File: src/rtl/fpcmp_pkg.sv
package fpcmp_pkg;
  typedef enum logic [2:0] {
    REL_EQ = 3'd0,
    REL_GT = 3'd1,
    REL_LT = 3'd2,
    REL_LE = 3'd3,
    REL_GE = 3'd4
  } rel_e;

  // Maps the ordered flags to the chosen relation; unknown codes give false.
  function automatic logic rel_hit(input logic [2:0] code, input logic lt, input logic eq);
    case (code)
      REL_EQ:  return eq;
      REL_GT:  return !lt && !eq;
      REL_LT:  return lt;
      REL_LE:  return lt || eq;
      REL_GE:  return !lt;
      default: return 1'b0;
    endcase
  endfunction
endpackage

File: src/rtl/fpcmp_classify.sv
module fpcmp_classify #(
  parameter int SE = 8,
  parameter int SF = 23,
  parameter int DE = 11,
  parameter int DF = 52,
  localparam int W  = 1 + DE + DF,
  localparam int MW = DE + DF,
  localparam int SW = SE + SF
) (
  input  logic [W-1:0]  op,
  input  logic          dbl,
  output logic          nan,
  output logic          sign,
  output logic          zero,
  output logic [MW-1:0] mag
);
  function automatic logic nan_dbl(input logic [MW-1:0] m);
    return (&m[MW-1:DF]) && (|m[DF-1:0]);
  endfunction

  function automatic logic nan_sgl(input logic [SW-1:0] m);
    return (&m[SW-1:SF]) && (|m[SF-1:0]);
  endfunction

  always_comb begin
    if (dbl) begin
      sign = op[W-1];
      mag  = op[MW-1:0];
      nan  = nan_dbl(op[MW-1:0]);
    end else begin
      sign = op[SW];
      mag  = MW'(op[SW-1:0]);
      nan  = nan_sgl(op[SW-1:0]);
    end
    zero = (mag == '0);
  end
endmodule

File: src/rtl/fpcmp_order.sv
module fpcmp_order #(
  parameter int MW = 63
) (
  input  logic          sa,
  input  logic          sb,
  input  logic          za,
  input  logic          zb,
  input  logic [MW-1:0] ma,
  input  logic [MW-1:0] mb,
  output logic          lt,
  output logic          eq
);
  // Returns {lt, eq} for sign-magnitude values.
  function automatic logic [1:0] order_f(input logic a_neg, input logic b_neg,
                                         input logic both_zero,
                                         input logic [MW-1:0] x, input logic [MW-1:0] y);
    if (both_zero)          return 2'b01;
    else if (a_neg != b_neg) return {a_neg, 1'b0};
    else if (!a_neg)        return {x < y, x == y};
    else                    return {x > y, x == y};
  endfunction

  always_comb {lt, eq} = order_f(sa, sb, za && zb, ma, mb);
endmodule

File: src/rtl/fpcmp_ccreg.sv
module fpcmp_ccreg (
  input  logic clk,
  input  logic rst_n,
  input  logic en,
  input  logic d,
  output logic q
);
  always_ff @(posedge clk or negedge rst_n) begin
    if (!rst_n)  q <= 1'b0;
    else if (en) q <= d;
  end
endmodule

File: src/rtl/fp_cmp_cc.sv
module fp_cmp_cc #(
  parameter int SP_EXP  = 8,
  parameter int SP_FRAC = 23,
  parameter int DP_EXP  = 11,
  parameter int DP_FRAC = 52,
  localparam int DW = 1 + DP_EXP + DP_FRAC,
  localparam int MW = DP_EXP + DP_FRAC
) (
  input  logic          clk,
  input  logic          rst_n,
  input  logic          cmp_en,
  input  logic          fmt_dbl,
  input  logic [2:0]    rel,
  input  logic [DW-1:0] opa,
  input  logic [DW-1:0] opb,
  input  logic          br_sense,
  output logic          cc,
  output logic          br_taken
);
  import fpcmp_pkg::*;

  logic [DW-1:0] ops   [2];
  logic [MW-1:0] mag_v [2];
  logic [1:0]    nan_v, sign_v, zero_v;

  assign ops[0] = opa;
  assign ops[1] = opb;

  for (genvar g = 0; g < 2; g++) begin : g_cls
    fpcmp_classify #(.SE(SP_EXP), .SF(SP_FRAC), .DE(DP_EXP), .DF(DP_FRAC)) u_cls (
      .op(ops[g]), .dbl(fmt_dbl), .nan(nan_v[g]), .sign(sign_v[g]),
      .zero(zero_v[g]), .mag(mag_v[g])
    );
  end

  // Named internal events for the checker.
  logic nan_any, zero_both, ord_lt, ord_eq, cc_next;
  assign nan_any   = |nan_v;
  assign zero_both = &zero_v;

  fpcmp_order #(.MW(MW)) u_ord (
    .sa(sign_v[0]), .sb(sign_v[1]), .za(zero_v[0]), .zb(zero_v[1]),
    .ma(mag_v[0]), .mb(mag_v[1]), .lt(ord_lt), .eq(ord_eq)
  );

  assign cc_next = !nan_any && rel_hit(rel, ord_lt, ord_eq);

  fpcmp_ccreg u_cc (.clk(clk), .rst_n(rst_n), .en(cmp_en), .d(cc_next), .q(cc));

  assign br_taken = ~(cc ^ br_sense);
endmodule

File: config.mk
export PLATFORM = sky130hd
export DESIGN_NAME = fp_cmp_cc
export DESIGN_NICKNAME = d
export VERILOG_FILES = /design/src/rtl/fpcmp_pkg.sv /design/src/rtl/fpcmp_classify.sv /design/src/rtl/fpcmp_order.sv /design/src/rtl/fpcmp_ccreg.sv /design/src/rtl/fp_cmp_cc.sv
export SDC_FILE = /design/constraint.sdc
export NUM_CORES = 1
export LEC_CHECK = 0
export CORE_MARGIN = 5
export CORE_UTILIZATION = 45
export DETAILED_ROUTE_END_ITERATION = 12
export PLACE_DENSITY = 0.85
export SLEW_MARGIN = 40
export SYNTH_ARGS = -nofsm -noshare
export SYNTH_HDL_FRONTEND = slang
export SYNTH_HIERARCHICAL = 1
export SYNTH_SLANG_ARGS = --single-unit
export TNS_END_PERCENT = 30
File: constraint.sdc
create_clock -name clk -period 2 [get_ports clk]
set_input_delay 0.3 -clock clk [delete_from_list [all_inputs] [get_ports clk]]
set_output_delay 0.3 -clock clk [all_outputs]
set_load 0.05 [all_outputs]
==> flow_metrics.py <==
metrics = {
    "global_route": {
        "grt_pass1_vias": 4140,
        "grt_pass1_wl_mm": 19.2,
        "grt_max_degree": 27,
        "grtUsageTotal_pct": 26.8,
        "grt_antenna_before_repair": 0,
        "grt_overflow": 0,
    },
    "layout": {
        "reg_top3": "u_cc/q (1)",
        "fill_cells": 459,
        "drive_gt1_share_pct": 28.7,
        "utilization_pct": 76.9,
        "largest_register_ffs": 1,
        "final_cell_mix": "buf_4, clkdlybuf4s50_1, dlygate4sd2_1",
        "antenna_cells": 0,
        "stdcell_count": 698,
        "regMostFlops": "u_cc/q",
        "area_growth_pct": 67.2,
        "fin_nets": 803,
        "final_common_cell": "buf_4",
    },
    "detailed_routing": {
        "drc": 0,
        "drtAntennaViolNets": 0,
        "vias": 3841,
        "drt-total-wl_mm": 12.4,
        "drt_first_iter_violations": 137,
        "first_pass_iters": 5,
        "wl_per_cell_um": 17.8,
        "viasPerCell": 5.50,
    },
    "die": {
        "die_w_um": 93.3,
        "core_area_um2": 6790,
        "initial_core_util_pct": 46.0,
        "ios": 138,
        "dieArea_um2": 8710,
        "num_rows": 30,
        "die_h_um": 93.3,
    },
    "status": {
        "violations": "negative setup slack",
        "status": "finished with violations",
    },
    "timing": {
        "finalHoldViolCount": 0,
        "hold_slack_ns": 0.451,
        "rsz0062_at_grt": "true",
        "slew_headroom_pct": 67.1,
        "setup_violations": 1,
        "slew_violations": 0,
        "tightest_slew_ns": 0.491,
        "finClkSkew_ns": 0,
        "period_share_pct": 172,
        "fmax_mhz": 290,
        "min_period_ns": 3.45,
        "timing.final.ws_setup_ns": -1.45,
    },
    "setup_path": {
        "cp_data_arrival_time_ns": 3.38,
        "path_max_fanout": 2,
        "critPathCaptureType": "flop",
        "r2r_slack_ns": 1.21,
        "slowest_stage": "or4b_4",
        "cp_common_cell": "and2_1",
        "path_cells": "clkdlybuf4s50_1 -> and2_1 -> inv_1 -> ha_1 -> and4_1 -> nand2_1 -> nor2_2 -> nand4b_1 -> o21bai_1 -> and2_1 -> o221a_1 -> or4b_4 -> o32ai_4 -> mux2_4",
        "start_kind": "input pin",
        "cp_data_required_time_ns": 1.94,
        "slowest_delay_ns": 0.56,
        "critPathKind": "in2reg",
    },
    "clock_network": {
        "clkTransAtPathRegs_ns": 0,
        "clk_latency_ns": 0,
        "postCtsHoldBufs": 0,
    },
    "place": {
        "place_congestion": 0.922,
        "hpwl_mm": 9.17,
        "dpl.cell_count": 689,
        "port_buffers": 137,
    },
    "power_and_ir_drop": {
        "peakVddDrop_uv": 109,
        "cellPowerDensity_nw_per_um2": 218,
        "cellLeakagePower_nw": 2.36,
    },
    "synthesis": {
        "syn_area_per_cell_um2": 6.95,
        "syn_nets": 649,
        "ys_types": 45,
        "yosys_warnings": 6,
        "synth_edf_count": 0,
        "ys.flop_type": "dfrtp_1",
        "yosysSeqAreaShare_pct": 0.801,
        "async_flop_share_pct": 100,
        "ys_seq_elements": 1,
        "netlist_instances": 450,
        "synth_area_um2": 3130,
    },
    "hold_path": {
        "hold_path_class": "in2async",
    },
    "run": {
        "cap_viol_max_count": 0,
    },
}
==> layer usage <==
metal / global-route usage (%) / part of all wire, % / wire length (um)
met1: 27.2 / 36 / 4480
met5: 0 / 0 / 0
met4: 12.7 / 4.8 / 599
met2: 51.5 / 51 / 6360
met3: 5.39 / 7.8 / 971
==> power breakdown <==
group          internal, mW  switching (mW)  leakage [nW]
Clock                     0               0             0
Sequential           0.0239         0.00362        0.0128
Combinational         0.628           0.484          2.35
Total                 0.652           0.488          2.36
==> synth_stat cells, types with 2 or more instances <==
master,n,area (um^2)
a211oi_1,4,30.0
a21o_1,2,15.0
a21oi_1,25,125
a221oi_1,2,17.5
and2_1,63,394
and2_2,2,15.0
and4_1,5,43.8
buf_4,62,465
clkbuf_1,6,22.5
clkbuf_2,2,10.0
ha_1,63,788
inv_1,65,244
mux2_2,2,22.5
nand2_1,25,93.8
nand3_1,8,40.0
nand4_1,18,113
nor2_1,14,52.6
nor3_1,9,45.0
nor4_1,27,169
nor4_2,5,62.6
o211ai_1,2,15.0
o21ai_0,11,55.1
o21ai_1,2,10.0
o31a_1,2,17.5
o31ai_1,4,30.0
==> cells by family (layout without fill, tap and decap cells) <==
family                   Yosys count  in the layout  synth area share (%)
multiplexers                       3              3                  1.20
XOR/XNOR                           2              2                 0.561
adder cells (fa/ha/maj)           63             63                  25.2
flip-flops                         1              1                 0.801
buffers and inverters            135            287                  23.7
AO/OA/AOI/OAI                     62             62                  13.0
AND/OR/NAND/NOR                  184            184                  35.5
==> path summary, 6_finish.rpt <==
kind / from / end / cells after the start
worst max-delay path: opb[50] / u_cc/q / 14
worst min-delay path: rst_n / u_cc/q / 1
worst max register to register: u_cc/q / u_cc/q / 1
worst min register to register: u_cc/q / u_cc/q / 1
max in group asynchronous: rst_n / u_cc/q / 1
min in group clk: u_cc/q / u_cc/q / 1
==> worst max-delay path: cells and delay by family <==
| family | cells | cell delay [ns] |
|---|---|---|
| simple gates | 7 | 1.40 |
| compound gates | 3 | 0.68 |
| fa+ha+maj | 1 | 0.29 |
| mux | 1 | 0.17 |
| buf+inv | 2 | 0.54 |
==> what timing repair did <==
| action | CTS | global route |
|---|---|---|
| cloned | 2 | 0 |
| buffers inserted | 7 | 0 |
| setup endpoints to repair | 1 | 1 |
| gates resized for setup | 130 | 24 |
| pin swaps | 41 | 12 |
==> through the flow <==
stage | worst slack, ns | power (mW) | TNS [ns] | area, um^2
2_1_floorplan | -1.14 | 0.506 | -1.14 | 3200
3_3_place_gp | -1.67 | 0.928 | -1.67 | 4740
3_5_place_dp | -1.84 | 0.966 | -1.84 | 4740
4_1_cts | -1.34 | 1.06 | -1.34 | 5110
5_1_grt | -1.56 | 1.22 | -1.56 | 5230
6_report | -1.45 | 1.14 | -1.45 | 5230
==> cell type report <==
| cell class | instances | area [um^2] | area share (%) |
|---|---|---|---|
| inverter | 65 | 246 | 4.72 |
| multi-input combinational | 314 | 2800 | 53.5 |
| sequential | 1 | 25.0 | 0.479 |
| tap | 96 | 120 | 2.30 |
| timing repair buffer | 222 | 2040 | 39.0 |
No activity file was read; power rests on OpenSTA's default activity.
